<file path="config.mk">
export PLATFORM = sky130hd
export DESIGN_NAME = i2c_addr_match
export DESIGN_NICKNAME = d
export VERILOG_FILES = /design/src/rtl/i2c_am_pkg.sv /design/src/rtl/i2c_am_sync.sv /design/src/rtl/i2c_am_cond.sv /design/src/rtl/i2c_am_rx.sv /design/src/rtl/i2c_addr_match.sv
export SDC_FILE = /design/constraint.sdc
export NUM_CORES = 1
export LEC_CHECK = 0
export ABC_AREA = 0
export BUFFER_PORTS_ARGS = -buffer_cell sky130_fd_sc_hd__buf_4
export CAP_MARGIN = 25
export CELL_PAD_IN_SITES_DETAIL_PLACEMENT = 0
export CELL_PAD_IN_SITES_GLOBAL_PLACEMENT = 1
export CORE_MARGIN = 2
export CORE_UTILIZATION = 39
export DETAILED_ROUTE_END_ITERATION = 10
export HOLD_SLACK_MARGIN = 0.15
export PLACE_DENSITY_LB_ADDON = 0.1
export SETUP_SLACK_MARGIN = 0.4
export SLEW_MARGIN = 30
export SYNTH_ARGS = -nofsm -noshare
export SYNTH_HDL_FRONTEND = slang
export SYNTH_SLANG_ARGS = --single-unit
</file>
<file path="constraint.sdc">
create_clock -name clk -period 1.8 [get_ports clk]
set_clock_uncertainty 0.15 [all_clocks]
set_input_delay 0.18 -clock clk [delete_from_list [all_inputs] [get_ports clk]]
set_output_delay 0.18 -clock clk [all_outputs]
set_load 0.05 [all_outputs]
</file>
<file path="src/rtl/i2c_am_pkg.sv">
// Package: shared types for the I2C address matcher.
// Assumes: a byte is one address field plus one direction bit.
package i2c_am_pkg;

    // Receive sequencer states.
    typedef enum logic [2:0] {
        RX_IDLE     = 3'd0,  // no transfer open
        RX_ADDR     = 3'd1,  // shifting address bits
        RX_ACK_WAIT = 3'd2,  // byte complete, waiting for SCL to fall
        RX_ACK      = 3'd3,  // ninth clock, pull-down held on match
        RX_HOLD     = 3'd4   // address phase over, wait for START/STOP
    } rx_state_t;

    // Single-cycle bus events derived from the synchronized lines.
    typedef struct packed {
        logic start;
        logic stop;
        logic scl_rise;
        logic scl_fall;
    } bus_evt_t;

endpackage

</file>
<file path="src/rtl/i2c_am_sync.sv">
// Module: multi-stage synchronizer for a group of asynchronous lines.
// Assumes: each line is a level that is slow relative to clk; the reset
// value is the idle level of the lines, so no edge appears at reset release.
module i2c_am_sync #(
    parameter int unsigned STAGES    = 2,
    parameter int unsigned WIDTH     = 2,
    parameter logic        RESET_VAL = 1'b1
) (
    input  logic             clk,
    input  logic             rst_n,
    input  logic [WIDTH-1:0] async_in,
    output logic [WIDTH-1:0] sync_out
);

    localparam int unsigned LAST = STAGES - 1;

    for (genvar g = 0; g < WIDTH; g++) begin : g_line
        logic [STAGES-1:0] chain;

        // Shift one line through its flop chain.
        always_ff @(posedge clk) begin
            if (!rst_n) begin
                chain <= {STAGES{RESET_VAL}};
            end else if (STAGES > 1) begin
                chain <= {chain[STAGES-2:0], async_in[g]};
            end else begin
                chain <= async_in[g];
            end
        end

        assign sync_out[g] = chain[LAST];
    end

endmodule

</file>
<file path="src/rtl/i2c_am_cond.sv">
// Module: bus condition detector.
// Detects SCL edges and START/STOP conditions from synchronized lines
// and tracks whether the bus is busy.
// Assumes: both lines were synchronized by the same number of stages,
// so a true START or STOP shows SDA moving while SCL is steady high.
module i2c_am_cond
    import i2c_am_pkg::*;
(
    input  logic     clk,
    input  logic     rst_n,
    input  logic     scl_s,
    input  logic     sda_s,
    output bus_evt_t evt,
    output logic     bus_busy
);

    logic scl_q;
    logic sda_q;
    logic scl_steady_high;

    // Hold the previous synchronized levels for edge detection.
    always_ff @(posedge clk) begin
        if (!rst_n) begin
            scl_q <= 1'b1;
            sda_q <= 1'b1;
        end else begin
            scl_q <= scl_s;
            sda_q <= sda_s;
        end
    end

    assign scl_steady_high = scl_s & scl_q;

    // Decode one-cycle events from the sampled pairs.
    always_comb begin
        evt.start    = scl_steady_high & sda_q & ~sda_s;
        evt.stop     = scl_steady_high & ~sda_q & sda_s;
        evt.scl_rise = scl_s & ~scl_q;
        evt.scl_fall = ~scl_s & scl_q;
    end

    // Track bus ownership: START opens, STOP closes.
    always_ff @(posedge clk) begin
        if (!rst_n) begin
            bus_busy <= 1'b0;
        end else if (evt.start) begin
            bus_busy <= 1'b1;
        end else if (evt.stop) begin
            bus_busy <= 1'b0;
        end
    end

endmodule

</file>
<file path="src/rtl/i2c_am_rx.sv">
// Module: address receiver.
// Shifts the first byte after each START, compares its upper bits with
// the own address, drives the acknowledge and latches the direction bit.
// Assumes: events come from i2c_am_cond; START and STOP never share a
// cycle with an SCL edge because both need SCL high in two samples.
module i2c_am_rx
    import i2c_am_pkg::*;
#(
    parameter int unsigned ADDR_W = 7
) (
    input  logic              clk,
    input  logic              rst_n,
    input  bus_evt_t          evt,
    input  logic              sda_s,
    input  logic [ADDR_W-1:0] own_addr,
    output logic              sda_pull,
    output logic [ADDR_W:0]   rx_byte,
    output logic              addressed,
    output logic              xmit_dir
);

    localparam int unsigned BYTE_W = ADDR_W + 1;
    localparam int unsigned CNT_W  = $clog2(BYTE_W + 1);
    localparam logic [CNT_W-1:0] LAST_BIT = CNT_W'(BYTE_W - 1);

    rx_state_t        state;
    rx_state_t        state_nx;
    logic [CNT_W-1:0] bit_cnt;
    logic             byte_done;
    logic             addr_hit;

    // The eighth rise completes the byte; its upper bits are already held.
    assign byte_done = (state == RX_ADDR) && evt.scl_rise && (bit_cnt == LAST_BIT);
    assign addr_hit  = (rx_byte[ADDR_W-1:0] == own_addr);

    // Choose the next sequencer state.
    always_comb begin
        state_nx = state;
        if (evt.start) begin
            state_nx = RX_ADDR;
        end else if (evt.stop) begin
            state_nx = RX_IDLE;
        end else begin
            unique case (state)
                RX_ADDR:     if (byte_done)    state_nx = RX_ACK_WAIT;
                RX_ACK_WAIT: if (evt.scl_fall) state_nx = RX_ACK;
                RX_ACK:      if (evt.scl_fall) state_nx = RX_HOLD;
                default:     state_nx = state;
            endcase
        end
    end

    // Register the sequencer state.
    always_ff @(posedge clk) begin
        if (!rst_n) begin
            state <= RX_IDLE;
        end else begin
            state <= state_nx;
        end
    end

    // Count address bits and shift SDA in, most significant bit first.
    always_ff @(posedge clk) begin
        if (!rst_n) begin
            bit_cnt <= '0;
            rx_byte <= '0;
        end else if (evt.start) begin
            bit_cnt <= '0;
            rx_byte <= '0;
        end else if ((state == RX_ADDR) && evt.scl_rise) begin
            rx_byte <= {rx_byte[ADDR_W-1:0], sda_s};
            bit_cnt <= byte_done ? '0 : bit_cnt + 1'b1;
        end
    end

    // Set the match flags when the byte completes; clear on START/STOP.
    always_ff @(posedge clk) begin
        if (!rst_n) begin
            addressed <= 1'b0;
            xmit_dir  <= 1'b0;
        end else if (evt.start || evt.stop) begin
            addressed <= 1'b0;
            xmit_dir  <= 1'b0;
        end else if (byte_done && addr_hit) begin
            addressed <= 1'b1;
            xmit_dir  <= sda_s;
        end
    end

    // Drive the acknowledge across the ninth SCL clock on a match.
    always_ff @(posedge clk) begin
        if (!rst_n) begin
            sda_pull <= 1'b0;
        end else if (evt.start || evt.stop) begin
            sda_pull <= 1'b0;
        end else if ((state == RX_ACK_WAIT) && evt.scl_fall) begin
            sda_pull <= addressed;
        end else if ((state == RX_ACK) && evt.scl_fall) begin
            sda_pull <= 1'b0;
        end
    end

endmodule

</file>
<file path="src/rtl/i2c_addr_match.sv">
// Module: I2C target address matcher, top level.
// Synchronizes SCL/SDA, detects bus conditions and judges the address
// byte against own_addr.
// Assumes: sda_pull drives an external open-drain pad; sda_in reads the
// wire, so the block sees its own acknowledge on the line.
module i2c_addr_match
    import i2c_am_pkg::*;
#(
    parameter int unsigned ADDR_W      = 7,
    parameter int unsigned SYNC_STAGES = 2
) (
    input  logic              clk,
    input  logic              rst_n,
    input  logic              scl_in,
    input  logic              sda_in,
    input  logic [ADDR_W-1:0] own_addr,
    output logic              sda_pull,
    output logic [ADDR_W:0]   rx_byte,
    output logic              addressed,
    output logic              xmit_dir,
    output logic              bus_busy
);

    localparam int unsigned LINES = 2;

    logic [LINES-1:0] lines_sync;
    logic             scl_s;
    logic             sda_s;
    bus_evt_t         evt;
    logic             start_det;
    logic             stop_det;

    i2c_am_sync #(
        .STAGES    (SYNC_STAGES),
        .WIDTH     (LINES),
        .RESET_VAL (1'b1)
    ) u_sync (
        .clk      (clk),
        .rst_n    (rst_n),
        .async_in ({sda_in, scl_in}),
        .sync_out (lines_sync)
    );

    assign scl_s = lines_sync[0];
    assign sda_s = lines_sync[1];

    i2c_am_cond u_cond (
        .clk      (clk),
        .rst_n    (rst_n),
        .scl_s    (scl_s),
        .sda_s    (sda_s),
        .evt      (evt),
        .bus_busy (bus_busy)
    );

    assign start_det = evt.start;
    assign stop_det  = evt.stop;

    i2c_am_rx #(
        .ADDR_W (ADDR_W)
    ) u_rx (
        .clk       (clk),
        .rst_n     (rst_n),
        .evt       (evt),
        .sda_s     (sda_s),
        .own_addr  (own_addr),
        .sda_pull  (sda_pull),
        .rx_byte   (rx_byte),
        .addressed (addressed),
        .xmit_dir  (xmit_dir)
    );

endmodule

</file>
==> flow_summary.ini, run 1 <==
[status]
status = finished clean

[layout]
diodes = 0
nNetsFinal = 167
nFillCells = 228
drive_gt1_frac = 0.468
stdcell_area_sq_um = 1510
multiInputGateArea_sq_um = 609
regArea_sq_um = 524
layout_commonest_cell = buf_4
area_growth_pct = 42.2
final_cell_mix = buf_4 (32), nand2_1 (13), dfxtp_2 (13)

[power]
p_switching_w = 0.000205
p_leak_nw = 0.591
p_total_w = 0.000896
combPwrFrac = 0.095
power_density_nw_per_um2 = 594
swShare = 0.229
seqPwrFrac = 0.630
ir_drop_uv = 523
power.internal_w = 0.000691
power_frac_clock = 0.275

[timing]
period_share = 0.871
slew_viol_final = 0
fin_setup_tns_ns = 0
rsz0062_at_grt = yes
setup_viol = 0
fin_ws_ns = 0.231
hold_violations = 0
max-slew-margin-rel = 0.804
min_period_ns = 1.57
worst_pin_slew_ns = 0.293
clock.fmax_ghz = 0.638

[synth]
synth_edf_count = 0
synthesis.nets = 129
synth-main-ff-cell = dfxtp_1
yosysTopAreaCell = dfxtp_1
ys_seq_elements = 25
avgSynthCellArea_sq_um = 9.07
postSynth.asyncResetShare = 0
syn_area_sq_um = 1060
synth_seq_area_share = 0.472
synthTopCellsByArea = dfxtp_1 (47%), nand3_1 (8.5%), xnor2_1 (5.8%)
synth_cell_type_count = 28
synth_cells = 117
yosys_warnings = 0
yosysTopAreaCellShare = 0.472

[detailed_routing]
first_pass_iters = 4
drt-initial-drc-count = 18
vias = 931
wl_per_cell_um = 13.3
drc = 0
postRouteAntennaNets = 0
drt_wl_total_mm = 2.44
vias_per_cell = 5.06

[global_routing]
gr-usage-met2 = 0.264
met3_usage = 0.0558
grt_pass1_wl_mm = 4.09
antenna_found_initial = 0
met1_usage = 0.214
top_usage_layer = met2
grtUsageTotal = 0.165
grt_pass1_vias = 860
grt_overflow_total = 0
grt_max_degree = 15

[clocking]
worstSkewPairLatency_ns = 0.31
htree_num_levels = 1
clk_pin_slew_ns = 0.13
clockBufferDepth = 2
cts_root_buf = clkbuf_4
clock_sinks = 25
numCtsBuffers = 3
cts_tree = yes

[placed_design]
pre_cts_ws_ns = 0.195
port_buffers = 22
place_area_sq_um = 1300
routabilityCongestion = 0.778
dp_hpwl_mm = 1.65

[floorplanning]
row_count = 18
initial_core_util = 0.421
die_area_sq_um = 3150
die_w_um = 56.2
io_pins = 23
die_h_um = 56.2
core_area_sq_um = 2520

[worst_setup_path]
critPathKind = reg -> reg
slowest_delay_ns = 0.40
critPathBufInv = 0
crit_path_cell_trace = nor4b_4, nand2_1, or4_1, a21oi_1
critPathArrivalTime_ns = 1.68
worst_setup_path_start_kind = register
critPathSlowestCell = or4_1
cp_max_fo = 4
crit_required_ns = 1.91
worst_setup_path_end_kind = register
critical-path-top-delay-family = simple AND/OR/NAND/NOR gates

[job]
drv_cap = 0

[worst_hold_path]
hp-class = in -> reg
-- tightest hold or removal path: cells and delay by family --
family | cells | cell delay (ns)
mux | 1 | 0.11
xor+xnor | 1 | 0.05
buf+inv | 1 | 0.08
simple gates | 2 | 0.17
-- cell usage after synthesis (all sizes together), types with 2 or more instances --
cell	number
a21oi	11
a31oi	2
and3b	2
clkbuf	5
dfxtp	25
mux2i	3
nand2	13
nand2b	7
nand3	18
nand3b	2
nor2	3
nor3	2
o21ai	3
xnor2	7
xor2	2
-- layer usage --
layer | part of all wire | wire length (um) | vias up
met5 | 0 | 0 | -
met4 | 0.0061 | 15 | 0
met3 | 0.045 | 109 | 2
met2 | 0.47 | 1150 | 17
met1 | 0.48 | 1170 | 429
li1 | - | - | 483
-- timing repair --
action,4_1_cts,5_1_grt
setup buffers,4,4
hold endpoints to repair,12,0
resized for setup,21,7
pin swaps,17,8
setup endpoints to repair,15,18
hold buffers,3,0
-- final timing paths --
check / startpoint / cells past startpoint / slack, ns / endpoint
hold / removal: own_addr[3] / 5 / 0.17 / u_rx.xmit_dir
setup / recovery: u_cond.scl_q / 4 / 0.23 / u_rx.bit_cnt[3]
setup reg to reg: u_cond.scl_q / 4 / 0.23 / u_rx.bit_cnt[3]
hold reg to reg: u_sync.g_line[1].chain[0] / 1 / 0.27 / u_sync.g_line[1].chain[1]
-- sequential cells by signal, indices dropped and copies added (netlist names), 3 cells and up --
name / cells
u_sync.g_line.chain: 4
u_rx.bit_cnt: 4
u_rx.state: 3
u_rx.rx_byte: 8
-- power groups by stage --
stage           logic, W  clock network [W]  registers [W]
2_1_floorplan  0.0000363                  0       0.000581
3_3_place_gp   0.0000700                  0       0.000579
3_5_place_dp   0.0000707                  0       0.000580
4_1_cts        0.0000807           0.000261       0.000566
5_1_grt        0.0000930           0.000282       0.000567
6_report       0.0000853           0.000246       0.000565
-- stage by stage --
step | utilization | cells | hold WS, ns
global route | 0.598 | 184 | 0.178
floorplan | - | 117 | 0.103
finish | 0.598 | 184 | 0.173
detailed placement | 0.514 | 169 | 0.218
CTS | 0.575 | 180 | 0.170
global placement | 0.514 | 169 | 0.211
-- logic make-up after synthesis --
kind of cell    Yosys count  synth area share
xor+xnor                  9            0.0743
simple gates             54             0.290
compound gates           19             0.103
fa+ha+maj                 1            0.0118
buf+inv                   6            0.0212
mux                       3            0.0283
flops                    25             0.472
-- area by class of cell --
class | count | share of cell area
Timing Repair Buffer | 38 | 0.204
Clock buffer | 4 | 0.0174
Multi-Input combinational cell | 86 | 0.404
Tap cell | 30 | 0.0249
Inverter | 1 | 0.00249
Sequential cell | 25 | 0.347
No activity file was read; power rests on OpenSTA's default activity.
==> inputs of run 2 (changes only) <==
Settings changed: CORE_UTILIZATION 39 to 38, SYNTH_HIERARCHICAL set to 1.
==> run 2 against run 1 <==
Net effect: sequential power hardly changed; combinational power is 8.9% higher; wire length grew 1.5%; worst setup slack got worse by 0.20 ns; worst hold slack got worse by 0.022 ns; count of clock-buffer cells in the layout is 1 lower; cell count is 4.9% higher; utilization about the same.
==> flow_summary.ini, run 2 <==
[status]
status = finished clean

[synth]
ys_top_cells_by_count = dfxtp_1 (25), nand2_1 (23), a21oi_1 (14)
synth_edf_count = 0
yosysMostFrequentCell = dfxtp_1
yosysTopAreaCellShare = 0.477
synth_cell_type_count = 32
synth-main-ff-cell = dfxtp_1
postSynth.asyncResetShare = 0
synthTopCellsByArea = dfxtp_1 (48%), nand2_1 (8.2%), a21oi_1 (6.7%)
synth_seq_area_share = 0.477
ys_seq_elements = 25
avgSynthCellArea_sq_um = 8.96
synth_cells = 117
synthesis.nets = 129
yosys_warnings = 6
syn_area_sq_um = 1050
yosysTopAreaCell = dfxtp_1

[clocking]
numCtsBuffers = 3
htree_num_levels = 1
clock_sinks = 25
worstSkewPairLatency_ns = 0.33
clk_pin_slew_ns = 0.14
cts_root_buf = clkbuf_4
clockBufferDepth = 2
cts_tree = yes

[power]
ir_drop_uv = 422
power_frac_clock = 0.281
p_leak_nw = 0.663
power_density_nw_per_um2 = 571
combPwrFrac = 0.101
power.internal_w = 0.000695
p_switching_w = 0.000221
swShare = 0.241
seqPwrFrac = 0.618

[layout]
largest_register_ffs = 8
diodes = 0
final_cells = 193
final_cell_mix = buf_4 (32), nand2_1 (19), dfxtp_1 (16)
area_growth_pct = 53.2
nNetsFinal = 175
top_register = u_rx/rx_byte
layout_commonest_cell = buf_4
drive_gt1_frac = 0.500
reg_top3 = u_rx/rx_byte (8), u_rx/bit_cnt (4), u_sync/g_line.chain (4)

[worst_setup_path]
worst_setup_path_end_kind = register
worstSetupStartpoint = u_sync/g_line[0].chain[1]
crit_required_ns = 1.91
cp_max_fo = 2
critPathKind = reg -> reg
worst_setup_path_start_kind = register
r2r_start = u_sync/g_line[0].chain[1]
critPathArrivalTime_ns = 1.88

[detailed_routing]
first_pass_iters = 6
drc = 0
postRouteAntennaNets = 0
wl_per_cell_um = 12.8
drt_wl_total_mm = 2.48
vias = 967
vias_per_cell = 5.01
drt-initial-drc-count = 35

[global_routing]
antenna_found_initial = 0
grt_pass1_vias = 921
grtUsageTotal = 0.160
grt_pass1_wl_mm = 3.95
grt_max_degree = 15
grt_overflow_total = 0

[floorplanning]
die_area_sq_um = 3200
core_area_sq_um = 2690
io_pins = 23
row_count = 19
die_w_um = 56.5
initial_core_util = 0.390
die_h_um = 56.5

[worst_hold_path]
hp-class = in -> reg
hold_path_startpoint = own_addr[2]

[timing]
min_period_ns = 1.77
setup_viol = 0
slew_viol_final = 0
hold_violations = 0
max-slew-margin-rel = 0.825
worst_pin_slew_ns = 0.262
rsz0062_at_grt = yes
period_share = 0.984
clock.fmax_ghz = 0.565
fin_setup_tns_ns = 0

[job]
drv_cap = 0

[placed_design]
dp_cells = 174
dp_hpwl_mm = 1.55
routabilityCongestion = 0.696
port_buffers = 22
-- run 2: cell count changes in the layout (fill, tap and decap cells not counted), sizes merged, moves of 2 or more --
cell and delta:
o21a +2, nand3 -14, xnor2 -3, o21ai -3, or2 +2, nand2 +10, buf +8, xor2 +3
nor2 +3, mux2i -2, a21oi +3
-- run 2: cell families after synthesis --
| logic type | count (synthesis) | synth area share |
|---|---|---|
| adder cells (fa/ha/maj) | 1 | 0.0119 |
| AND/OR/NAND/NOR | 56 | 0.296 |
| XOR/XNOR | 9 | 0.0752 |
| multiplexers | 1 | 0.00955 |
| flip-flops | 25 | 0.477 |
| AO/OA/AOI/OAI | 19 | 0.100 |
| buffers and inverters | 6 | 0.0298 |
-- run 2: critical path: stages, from the launching register on --
cell	delay, ns
dfxtp_2	0.35
nor2b_4	0.13
nand4bb_1	0.13
or4_4	0.57
nor4_4	0.18
mux2i_1	0.20
-- run 2: timing repair --
| action | 4_1_cts | 5_1_grt |
|---|---|---|
| buffers inserted | 4 | 7 |
| pin swaps | 6 | 11 |
| endpoints found under the hold margin | 9 | 0 |
| gates cloned | 1 | 0 |
| gates resized for setup | 12 | 29 |
| setup endpoints to repair | 10 | 18 |
| hold buffers | 3 | 0 |
-- run 2: cell type report --
type,count,area [sq um]
multi-input cells,86,614
flip-flops and latches,25,512
well taps,31,38.8
fillers,234,1080
clock buffers,3,22.5
clock inverters,1,5.00
repair buffers,46,410
inverters,1,3.75
-- run 2: worst paths after layout --
check | endpoint | slack, ns | depth (start not counted)
max | u_rx/xmit_dir | 0.03 | 5
min | u_rx/xmit_dir | 0.15 | 5
max reg2reg | u_rx/xmit_dir | 0.03 | 5
min reg2reg | u_sync/g_line[1].chain[1] | 0.28 | 1
-- run 2: power by group through the flow --
stage	logic (W)	registers, W	clock network, W
2_1_floorplan	0.0000364	0.000583	0
3_3_place_gp	0.0000734	0.000578	0
3_5_place_dp	0.0000744	0.000578	0
4_1_cts	0.0000858	0.000566	0.000267
5_1_grt	0.000101	0.000568	0.000287
6_report	0.0000929	0.000566	0.000257
-- run 2: through the flow --
stage | setup WS (ns) | hold WS [ns] | cell area [sq um] | power [W] | utilization
floorplan | 0.0203 | 0.103 | 1070 | 0.000619 | -
global placement | 0.0669 | 0.212 | 1310 | 0.000651 | 0.487
detailed placement | 0.0270 | 0.222 | 1310 | 0.000652 | 0.487
CTS | 0.0143 | 0.144 | 1450 | 0.000919 | 0.538
global route | -0.0864 | 0.166 | 1610 | 0.000957 | 0.598
finish | 0.0294 | 0.151 | 1610 | 0.000917 | 0.598
-- run 2: metal layers --
metal / vias to the layer above / global-route usage / wire, um
met5: - / 0 / 0
met4: 0 / 0.0850 / 70
met3: 7 / 0.0346 / 110
met2: 20 / 0.256 / 1140
met1: 456 / 0.199 / 1160
li1: 484 / - / -
==> inputs of run 3 (changes only) <==
Settings changed: CTS_BUF_LIST set to sky130_fd_sc_hd__clkbuf_16.
==> run 3 against run 2 <==
Net effect: die area unchanged; largest cell class unchanged; highest routed layer unchanged; global-route usage up 0.24 points; wire length up 2.8%; worst hold slack better by 0.075 ns.
==> flow_summary.ini, run 3 (synthesis gave the netlist of run 2 again) <==
[global_routing]
grt_max_degree = 15
met3_usage = 0.0323
grt_overflow_total = 0
top_usage_layer = met2
gr-usage-met2 = 0.279
antenna_found_initial = 0
met1_usage = 0.194
grt_pass1_wl_mm = 4.00
grt_pass1_vias = 929
grtUsageTotal = 0.162

[worst_setup_path]
worst_setup_path_start_kind = register
critPathKind = reg -> reg
crit_path_cell_trace = ha_4, nand3b_1, or4_4, nor4_4, mux2i_1
slowest_delay_ns = 0.54
critPathArrivalTime_ns = 1.80
crit_required_ns = 1.84
worst_setup_path_end_kind = register
r2r_start = u_rx/bit_cnt[1]
worstSetupStartpoint = u_rx/bit_cnt[1]
cp_max_fo = 3
critPathSlowestCell = or4_4

[placed_design]
place_area_sq_um = 1310
dp_cells = 174
routabilityCongestion = 0.696
dp_hpwl_mm = 1.55
port_buffers = 22

[detailed_routing]
vias = 940
drc = 0
vias_per_cell = 4.92
drt-initial-drc-count = 39
postRouteAntennaNets = 0
drt_wl_total_mm = 2.55
first_pass_iters = 4
wl_per_cell_um = 13.3

[timing]
clock.fmax_ghz = 0.569
setup_viol = 0
max-slew-margin-rel = 0.823
hold_violations = 0
min_period_ns = 1.76
rsz0062_at_grt = yes
slew_viol_final = 0
period_share = 0.976
hold_ws_ns = 0.225
worst_pin_slew_ns = 0.265

[power]
power_density_nw_per_um2 = 698
p_leak_nw = 0.651
p_total_w = 0.00115
ir_drop_uv = 576

[layout]
layout_commonest_cell = buf_4
largest_register_ffs = 8
final_cell_mix = buf_4 (33), nand2_1 (19), dfxtp_1 (17)
reg_top3 = u_rx/rx_byte (8), u_rx/bit_cnt (4), u_sync/g_line.chain (4)
drive_gt1_frac = 0.488
diodes = 0
final_core_util = 0.612
nNetsFinal = 173
final_cells = 191
area_growth_pct = 56.9
top_register = u_rx/rx_byte
stdcell_area_sq_um = 1650

[worst_hold_path]
hold_path_startpoint = own_addr[2]
hp-class = in -> reg

[clocking]
cts_tree = yes
clk_pin_slew_ns = 0.06
cts_root_buf = clkbuf_16
clockBufferDepth = 2
worstSkewPairLatency_ns = 0.26
clock_sinks = 25
numCtsBuffers = 3
htree_num_levels = 1

[floorplanning]
core_area_sq_um = 2690
die_h_um = 56.5
initial_core_util = 0.390
io_pins = 23
row_count = 19
die_w_um = 56.5
die_area_sq_um = 3200

[job]
drv_cap = 0

[status]
status = finished clean
run 3: cell count changes in the layout (fill, tap and decap cells not counted), sizes merged:
cell and delta:
buf -2
run 3: final timing paths:
| check | slack, ns | depth (start not counted) | to |
|---|---|---|---|
| worst max-delay path | 0.04 | 5 | u_rx/xmit_dir |
| worst min register to register | 0.26 | 1 | u_sync/g_line[1].chain[1] |
| worst max register to register | 0.04 | 5 | u_rx/xmit_dir |
| worst min-delay path | 0.23 | 5 | u_rx/xmit_dir |
run 3: critical path, delay by kind of cell, from the launching register on:
kind	cells	cell delay, ns
DFF	1	0.36
and+or+nand+nor	3	0.83
adders and majority gates	1	0.15
muxes	1	0.20
run 3: metal layers:
layer / share of wire / routed length [um]
met3: 0.033 / 83
met4: 0.014 / 36
met1: 0.46 / 1170
met5: 0 / 0
met2: 0.49 / 1250
run 3: final cells by class:
class	instances	area, sq um
clock buffers	3	75.1
clock inverters	1	5.00
fillers	218	1040
inverters	1	3.75
multi-input cells	86	628
flip-flops and latches	25	510
well taps	31	38.8
repair buffers	44	384
run 3: metrics by stage:
| stage | TNS (ns) | worst slack [ns] |
|---|---|---|
| floorplan | 0 | 0.0203 |
| finish | 0 | 0.0426 |
| CTS | 0 | 0.0326 |
| detailed placement | 0 | 0.0270 |
| global placement | 0 | 0.0669 |
| global route | -0.0502 | -0.0502 |
run 3: repair_timing:
| item | 4_1_cts | 5_1_grt |
|---|---|---|
| endpoints found under the setup margin | 18 | 18 |
| pin swaps | 6 | 11 |
| resized for setup | 13 | 24 |
| hold buffers | 3 | 0 |
| buffers inserted | 6 | 4 |
| hold endpoints to repair | 8 | 0 |
run 3: report_power, final:
group / switching, W / leakage (nW) / internal (W)
combinational: 0.0000435 / 0.406 / 0.0000498
sequential: 0.00000479 / 0.205 / 0.000562
clock: 0.000190 / 0.0409 / 0.000299
